### config.mk
export PLATFORM = sky130hd
export DESIGN_NAME = uart_aux_cfg
export DESIGN_NICKNAME = d
export VERILOG_FILES = /design/src/rtl/uart_aux_pkg.sv /design/src/rtl/uart_aux_field.sv /design/src/rtl/uart_aux_ctrl.sv /design/src/rtl/uart_aux_dp.sv /design/src/rtl/uart_aux_cfg.sv
export SDC_FILE = /design/constraint.sdc
export NUM_CORES = 1
export LEC_CHECK = 0
export CORE_UTILIZATION = 25
export CTS_CLUSTER_DIAMETER = 60
export DETAILED_ROUTE_END_ITERATION = 10
export GPL_TIMING_DRIVEN = 0
export PLACE_DENSITY = 0.6
export SLEW_MARGIN = 25
export SYNTH_ARGS = -nofsm -noshare
export SYNTH_HDL_FRONTEND = slang
export SYNTH_SLANG_ARGS = --single-unit
### constraint.sdc
create_clock -name clk -period 1.1 [get_ports clk]
set_input_delay 0.11 -clock clk [delete_from_list [all_inputs] [get_ports clk]]
set_output_delay 0.11 -clock clk [all_outputs]
set_load 0.03 [all_outputs]
### src/rtl/uart_aux_pkg.sv
`timescale 1ns/1ps
package uart_aux_pkg;

  localparam int DEC_W     = 8;
  localparam int NUM_REGS  = 8;
  localparam int NUM_CONST = 3;
  localparam int SYSCFG_IDX   = 5;
  localparam int SOFT_RST_BIT = 1;

  typedef struct packed {
    logic [DEC_W-1:0] addr;
    logic [7:0]       mask;
    logic [7:0]       hwRst;
    logic [7:0]       swRst;
    logic             swAffect;
  } regDesc_t;

  // index order: modeA, modeB, supCtl, brkLen, oscSel, sysCfg, wakeEn, prescale
  localparam regDesc_t REG_DESC [NUM_REGS] = '{
    '{8'h20, 8'h7F, 8'h00, 8'h00, 1'b0},
    '{8'h24, 8'hFF, 8'h00, 8'h00, 1'b0},
    '{8'h40, 8'hFF, 8'h00, 8'h00, 1'b0},
    '{8'h48, 8'hFF, 8'h00, 8'h00, 1'b1},
    '{8'h4C, 8'h01, 8'h00, 8'h00, 1'b1},
    '{8'h54, 8'h1D, 8'h00, 8'h00, 1'b1},
    '{8'h5C, 8'h7F, 8'h3F, 8'h3F, 1'b1},
    '{8'h60, 8'hFF, 8'h69, 8'h69, 1'b1}
  };

  typedef struct packed {
    logic [DEC_W-1:0] addr;
    logic [7:0]       value;
  } constDesc_t;

  localparam constDesc_t CONST_DESC [NUM_CONST] = '{
    '{8'h44, 8'h00},
    '{8'h50, 8'h30},
    '{8'h58, 8'h01}
  };

  typedef struct packed {
    logic [NUM_REGS-1:0] wrEn;
    logic [NUM_REGS-1:0] rdSel;
    logic                rdEn;
    logic                constRd;
    logic [7:0]          constData;
    logic                softRst;
  } strobe_t;

endpackage

### src/rtl/uart_aux_field.sv
`timescale 1ns/1ps
module uart_aux_field #(
  parameter logic [7:0] MASK      = 8'hFF,
  parameter logic [7:0] HW_RST    = 8'h00,
  parameter logic [7:0] SW_RST    = 8'h00,
  parameter bit         SW_AFFECT = 1'b0
) (
  input  logic       clk,
  input  logic       rstN,
  input  logic       softRst,
  input  logic       wrEn,
  input  logic [7:0] wdata,
  output logic [7:0] q
);

  logic swHit;

  generate
    if (SW_AFFECT) begin : g_soft
      assign swHit = softRst;
    end else begin : g_keep
      assign swHit = 1'b0;
    end
  endgenerate

  // soft reset outranks a write landing on the same edge
  always_ff @(posedge clk or negedge rstN) begin
    if (!rstN)       q <= HW_RST;
    else if (swHit)  q <= SW_RST;
    else if (wrEn)   q <= wdata & MASK;
  end

endmodule

### src/rtl/uart_aux_ctrl.sv
`timescale 1ns/1ps
module uart_aux_ctrl
  import uart_aux_pkg::*;
(
  input  logic             clk,
  input  logic             rstN,
  input  logic [DEC_W-1:0] addrLow,
  input  logic             we,
  input  logic             re,
  input  logic             softBit,
  output strobe_t          strb,
  output logic             roErr,
  output logic             addrErr
);

  logic [NUM_REGS-1:0] regHit;
  logic                constHit;
  logic [7:0]          constVal;
  logic                known;

  always_comb begin
    regHit = '0;
    for (int i = 0; i < NUM_REGS; i++) begin
      regHit[i] = (addrLow == REG_DESC[i].addr);
    end
  end

  always_comb begin
    constHit = 1'b0;
    constVal = 8'h00;
    for (int k = 0; k < NUM_CONST; k++) begin
      if (addrLow == CONST_DESC[k].addr) begin
        constHit = 1'b1;
        constVal = CONST_DESC[k].value;
      end
    end
  end

  assign known = (|regHit) | constHit;

  always_comb begin
    strb           = '0;
    strb.wrEn      = we ? regHit : '0;
    strb.rdSel     = regHit;
    strb.rdEn      = re;
    strb.constRd   = constHit;
    strb.constData = constVal;
    strb.softRst   = we & regHit[SYSCFG_IDX] & softBit;
  end

  always_ff @(posedge clk or negedge rstN) begin
    if (!rstN) begin
      roErr   <= 1'b0;
      addrErr <= 1'b0;
    end else begin
      roErr   <= we & constHit;
      addrErr <= (we | re) & ~known;
    end
  end

endmodule

### src/rtl/uart_aux_dp.sv
`timescale 1ns/1ps
module uart_aux_dp
  import uart_aux_pkg::*;
#(
  parameter int DATA_W = 32
) (
  input  logic              clk,
  input  logic              rstN,
  input  strobe_t           strb,
  input  logic [7:0]        wdata,
  output logic [DATA_W-1:0] rdata
);

  localparam int PAD_W = DATA_W - 8;

  logic [7:0] regQ [NUM_REGS];
  logic [7:0] rdByte;

  generate
    for (genvar g = 0; g < NUM_REGS; g++) begin : g_reg
      uart_aux_field #(
        .MASK      (REG_DESC[g].mask),
        .HW_RST    (REG_DESC[g].hwRst),
        .SW_RST    (REG_DESC[g].swRst),
        .SW_AFFECT (REG_DESC[g].swAffect)
      ) u_field (
        .clk     (clk),
        .rstN    (rstN),
        .softRst (strb.softRst),
        .wrEn    (strb.wrEn[g]),
        .wdata   (wdata),
        .q       (regQ[g])
      );
    end
  endgenerate

  always_comb begin
    rdByte = strb.constRd ? strb.constData : 8'h00;
    for (int i = 0; i < NUM_REGS; i++) begin
      if (strb.rdSel[i]) rdByte = rdByte | regQ[i];
    end
  end

  always_ff @(posedge clk or negedge rstN) begin
    if (!rstN)          rdata <= '0;
    else if (strb.rdEn) rdata <= {{PAD_W{1'b0}}, rdByte};
  end

endmodule

### src/rtl/uart_aux_cfg.sv
`timescale 1ns/1ps
module uart_aux_cfg
  import uart_aux_pkg::*;
#(
  parameter int ADDR_W = 12,
  parameter int DATA_W = 32
) (
  input  logic              clk,
  input  logic              rstN,
  input  logic [ADDR_W-1:0] busAddr,
  input  logic              busWe,
  input  logic [DATA_W-1:0] busWdata,
  input  logic              busRe,
  output logic [DATA_W-1:0] busRdata,
  output logic              roErr,
  output logic              addrErr
);

  strobe_t strb;
  logic    unusedAddrHi;
  logic    unusedDataHi;

  assign unusedAddrHi = ^busAddr[ADDR_W-1:DEC_W];
  assign unusedDataHi = ^busWdata[DATA_W-1:8];

  uart_aux_ctrl u_ctrl (
    .clk     (clk),
    .rstN    (rstN),
    .addrLow (busAddr[DEC_W-1:0]),
    .we      (busWe),
    .re      (busRe),
    .softBit (busWdata[SOFT_RST_BIT]),
    .strb    (strb),
    .roErr   (roErr),
    .addrErr (addrErr)
  );

  uart_aux_dp #(.DATA_W(DATA_W)) u_dp (
    .clk   (clk),
    .rstN  (rstN),
    .strb  (strb),
    .wdata (busWdata[7:0]),
    .rdata (busRdata)
  );

endmodule

# == After elaboration in Yosys (flattened, before gate mapping) ==
# Index checks and enable logic that the tools add are counted.
# totals
reg_bits,73
inputBits,48
output_inout_bits,34
wordCells,68
# op_classes
eq_ne,11
n_mux,25
n_bitwise,15
n_reduce_logical,6
# op_table
cell,count
8-bit 2-to-1 mux,19
"8-bit by 7-bit == test with 1-bit output, second input constant",9
8-bit bitwise OR,7
6-bit 2-to-1 mux,3
"8-bit by 6-bit == test with 1-bit output, second input constant",2
2-bit nonzero test,5
8-bit by 7-bit bitwise OR with 8-bit output,1
8-bit OR reduction,1
1-bit AND,4
1-bit 2-to-1 mux,3
1-bit bitwise OR,2
1-bit inverter,1

# == Depth between registers and ports, before layout ==
# logic_depth
ltp_word,21
depth_mapped,7
depth_no_buf,4

# == Cells and area by module ==
# Synthesis repeated with hierarchy kept, for this count alone.
# hier_totals
hier_cells,310
area_unflattened_um2,3549.7
# by_module_without_submodules
mod,n_inst,cells_each,area_each_um2,seq_area_each_um2
uart_aux_dp,1,100,914.6,200.2
uart_aux_field (u_dp.g_reg[1].u_field ...),2,17,331.6,200.2
uart_aux_ctrl,1,54,391.6,50.0
uart_aux_field (u_dp.g_reg[7].u_field),1,26,342.8,205.2
uart_aux_field (u_dp.g_reg[3].u_field),1,26,325.3,200.2
uart_aux_field (u_dp.g_reg[6].u_field),1,24,320.3,182.7
uart_aux_field (u_dp.g_reg[0].u_field),1,17,302.8,175.2
uart_aux_field (u_dp.g_reg[5].u_field),1,18,193.9,100.1
uart_aux_field (u_dp.g_reg[4].u_field),1,11,95.1,25.0

# == Least setup slack after synthesis ==
# No wires, ideal clock.
# synth_timing
path_kind,input to register
start,input port busAddr[4]
end,register u_dp.g_reg[7].u_field.q[1]
setup_time_ps,121
arrival_time_ps,1446
required_ps,979
slack_ps,-467
path_stages,5
path_buffers,1
cell_sequence,buf_2 > or3b_2 > nor3_4 > mux2i_1 > nor2_1
# synth_between
elab_chain_cells,4
elab_cells_between_ends,7
cone_classes,eq/ne: 2; mux: 2; bitwise: 2; reduce/logical: 1
# synth_rtl
item,line_no,rtl
"start, declared",uart_aux_cfg.sv:10,"input logic [ADDR_W-1:0] busAddr,"
8-bit by 7-bit == test with 1-bit output,uart_aux_ctrl.sv:24,regHit[i] = (addrLow == REG_DESC[i].addr);
1-bit AND (2 in a row),uart_aux_ctrl.sv:48,strb.softRst = we & regHit[SYSCFG_IDX] & softBit;
8-bit 2-to-1 mux / 2-bit nonzero test (equally long branches),n/a,
"end signal, assigned",uart_aux_field.sv:30,else if (wrEn) q <= wdata & MASK;
"end, declared",uart_aux_field.sv:13,output logic [7:0] q
# Parallel ways exist; a longest one is shown, timed or not.
# A chain may end at the register's enable or synchronous reset.

# == Worst setup path in the final report ==
# layout_timing
start,register u_dp.g_reg[4].u_field.q[0]
end,register u_dp.rdata[0]
# layout_between
elab_chain_cells,8
# layout_rtl
item,line_no,rtl
"start, declared",uart_aux_field.sv:13,
"start signal, assigned",uart_aux_field.sv:30,
8-bit bitwise OR *,uart_aux_dp.sv:40,if (strb.rdSel[i]) rdByte = rdByte | regQ[i];
8-bit 2-to-1 mux *,uart_aux_dp.sv:40,
8-bit bitwise OR,uart_aux_dp.sv:40,
8-bit 2-to-1 mux *,uart_aux_dp.sv:40,
8-bit bitwise OR,uart_aux_dp.sv:40,
8-bit 2-to-1 mux *,uart_aux_dp.sv:40,
8-bit bitwise OR,uart_aux_dp.sv:40,
8-bit 2-to-1 mux *,uart_aux_dp.sv:40,
"end signal, assigned",uart_aux_dp.sv:46,"else if (strb.rdEn) rdata <= {{PAD_W{1'b0}}, rdByte};"
"end, declared",uart_aux_dp.sv:11,output logic [DATA_W-1:0] rdata
# Every way passes the cells marked *; elsewhere a longest branch is shown, timed or not.

==> results.sh <==
export IMPL_status="complete, but fails checks"
export IMPL_violations="negative setup slack"
export IMPL_power_share_clock_pct=49.0
export IMPL_synthCells=294
export IMPL_finalCritPeriodShare_pct=115
export IMPL_ys_warn_count=0
export IMPL_synth_main_ff_cell="dfrtp_1"
export IMPL_gr_total_overflow=0
export IMPL_path_cells="mux2_2 > a22o_1 > a22oi_2 > a31oi_1"
export IMPL_grt_pass1_wl_um=14400
export IMPL_worst_path_largest_cell_delay_ns=0.37
export IMPL_antenna_found_initial=0
export IMPL_arrival_ns=1.45
export IMPL_whs_ns=0.192
export IMPL_drtIter0Drc=157
export IMPL_syn_cell_area_mm2=0.00323
export IMPL_numCtsBuffers=9
export IMPL_core_area_mm2=0.0126
export IMPL_finClkSkew_ns=0.00705
export IMPL_ir_drop_v=0.000708
export IMPL_power_internal_uw=5060
export IMPL_multi_input_area_mm2=0.00179
export IMPL_endpoint_kind="flop"
export IMPL_die_x_um=116
export IMPL_async_flop_share_pct=100
export IMPL_finalWorstSetupSlack_ns=-0.169
export IMPL_synth_distinct_cells=54
export IMPL_seqPwrFrac_pct=37.3
export IMPL_fill_cells=1225
export IMPL_power_density_mw_per_mm2=1390
export IMPL_hold_path_class="in2async"
export IMPL_io_pins=82
export IMPL_worstSkewPairLatency_ns=0.33
export IMPL_maxSlewViolCount=0
export IMPL_grt_max_degree=44
export IMPL_finalWirelength_um=9440
export IMPL_route_detailed_drc=0
export IMPL_leakagePower_uw=0.00230
export IMPL_dr_pass1_iters=4
export IMPL_synth_seq_cells=61
export IMPL_critPathRequiredTime_ns=1.29
export IMPL_vias_per_cell=4.71
export IMPL_hold_violations=0
export IMPL_synth_edff_count=0
export IMPL_placed_area_mm2=0.00396
export IMPL_portBuffers=27
export IMPL_mostFrequentLayoutCells="dfrtp_1 (51), buf_4 (49), mux2i_1 (30)"
export IMPL_gp_routability_congestion=0.828
export IMPL_root_buffer="clkbuf_16"
export IMPL_synth_area_per_cell_um2=11.0
export IMPL_utilization_pct=37.7
export IMPL_fin_area_mm2=0.00475
export IMPL_swShare_pct=23.5
export IMPL_max_freq_mhz=788
export IMPL_die_area_mm2=0.0134
export IMPL_worst_r2r_path_depth=4
export IMPL_dieHeight_um=116
export IMPL_grt_usage_pct=14.7
export IMPL_detail_route_antenna_nets=0
export IMPL_worstPathMaxFanout=2
export IMPL_drive_gt1_share_pct=45.1
export IMPL_dp_hpwl_um=6270
export IMPL_seq_area_mm2=0.00154
export IMPL_max_cap_violations=0
export IMPL_initial_core_util_pct=25.6
export IMPL_areaGrowthSynthToFinish_pct=47.0
export IMPL_fin_total_pwr_uw=6610
export IMPL_placementRows=41
export IMPL_timing_worst_slew_pin_value_ns=0.625
export IMPL_nets=431
export IMPL_timing_worst_setup_path_type="reg2reg"
export IMPL_finalSetupViolCount=37
export IMPL_wl_per_cell_um=16.9
export IMPL_via_count=2638
export IMPL_clk_pin_slew_ns=0.05
export IMPL_timing_final_crit_period_ns=1.27
export IMPL_slew_headroom_pct=58.3
export IMPL_start_kind="flop"
export IMPL_htreeDepth=3
export IMPL_clockBufferDepth=2
export IMPL_p_sw_uw=1550
export IMPL_layout_commonest_cell="dfrtp_1"
export IMPL_cts_sinks=61
export IMPL_slowest_stage="dfrtp_1"
export IMPL_tritoncts="yes"
export IMPL_grt_pass1_vias=2593
export IMPL_dp_slack_ns=-1.53
export IMPL_antenna_cells=0
export IMPL_rsz0062_at_grt="yes"
export IMPL_comb_power_share_pct=13.7
export IMPL_synth_yosys_seq_area_share_pct=47.6
==> through the flow <==
stage	TNS, ns	instances
final	-2.45	560
after global routing	-3.84	560
after CTS	-1.85	553
after detailed placement	-67.51	517
after global placement	-182.44	516
after floorplan	-10.78	317
==> final cells by class <==
| type | count | share of cell area, % |
|---|---|---|
| plain buffers | 37 | 6.29 |
| clock buffers | 12 | 5.19 |
| clock inverters | 4 | 2.00 |
| inverters | 1 | 0.0790 |
| multi-input cells | 215 | 37.6 |
| flip-flops and latches | 61 | 32.4 |
| well taps | 172 | 4.53 |
| repair buffers | 58 | 11.9 |
==> power by group through the flow <==
stage          clock network [uW]  registers (uW)  logic (uW)
2_1_floorplan                   0            2530         467
3_3_place_gp                    0            2490         782
3_5_place_dp                    0            2500         797
4_1_cts                      3280            2460         860
5_1_grt                      3390            2480         970
6_report                     3240            2470         903
==> Yosys cell counts (3+ instances only) <==
cell      instances  area, um^2
nor2_1           26        97.6
mux2i_1          33         330
buf_2             7        35.0
a22o_1            3        26.3
a21oi_1           4        20.0
nor3_1            6        30.0
clkbuf_1          7        26.3
nand3_1           8        40.0
mux2_2           27         304
dfstp_2          10         263
nand3b_1          5        37.5
buf_4            24         180
nand2_1          23        86.3
dfrtp_1          51        1280
a31oi_1           3        18.8
nand2b_1          3        18.8
a41oi_1           3        26.3
and2_1            3        18.8
==> critical path, delay by kind of cell, from the launching register on <==
kind	cells	cell delay [ns]
mux	1	0.27
compound gates	3	0.48
flops	1	0.37
==> sequential cells by signal (all words and copies together) (netlist names) <==
| name | flops |
|---|---|
| u_ctrl.addrErr | 1 |
| u_ctrl.roErr | 1 |
| u_dp.g.u_field.q | 51 |
| u_dp.rdata | 8 |
==> path summary, 6_finish.rpt <==
path / start / end / slack (ns)
min in group clk: busAddr[1] / u_dp.rdata[0]$_DFFE_PN0P_ / 0.22
min reg2reg: u_dp.g_reg[5].u_field.q[4]$_DFFE_PN0P_ / u_dp.g_reg[5].u_field.q[4]$_DFFE_PN0P_ / 0.48
max in group asynchronous: rstN / u_dp.g_reg[6].u_field.q[1]$_DFFE_PN1P_ / 0.33
max: u_dp.g_reg[4].u_field.q[0]$_DFFE_PN0P_ / u_dp.rdata[0]$_DFFE_PN0P_ / -0.17
min: rstN / u_dp.g_reg[2].u_field.q[3]$_DFFE_PN0P_ / 0.19
max reg2reg: u_dp.g_reg[4].u_field.q[0]$_DFFE_PN0P_ / u_dp.rdata[0]$_DFFE_PN0P_ / -0.17
==> repair_timing <==
action,CTS,global route
gates resized for setup,139,23
setup buffers,18,10
endpoints found under the setup margin,71,46
pin swaps,21,13
hold buffers,1,0
endpoints found under the hold margin,53,0
cloned,2,0
==> metal layers <==
layer  GRT usage (%)  vias to the layer above  wire [um]
li1                -                     1203          -
met1            18.0                     1290       3920
met2            24.6                      124       4590
met3            4.24                       21        760
met4            5.73                        0        176
met5               0                        -          0
==> logic make-up after synthesis <==
kind of cell | share of synthesized area (%)
AOI/OAI and AO/OA | 8.09
buffers and inverters | 7.82
DFF | 47.6
muxes | 19.6
other | 0.116
and+or+nand+nor | 16.8
No activity file was read; power rests on OpenSTA's default activity.
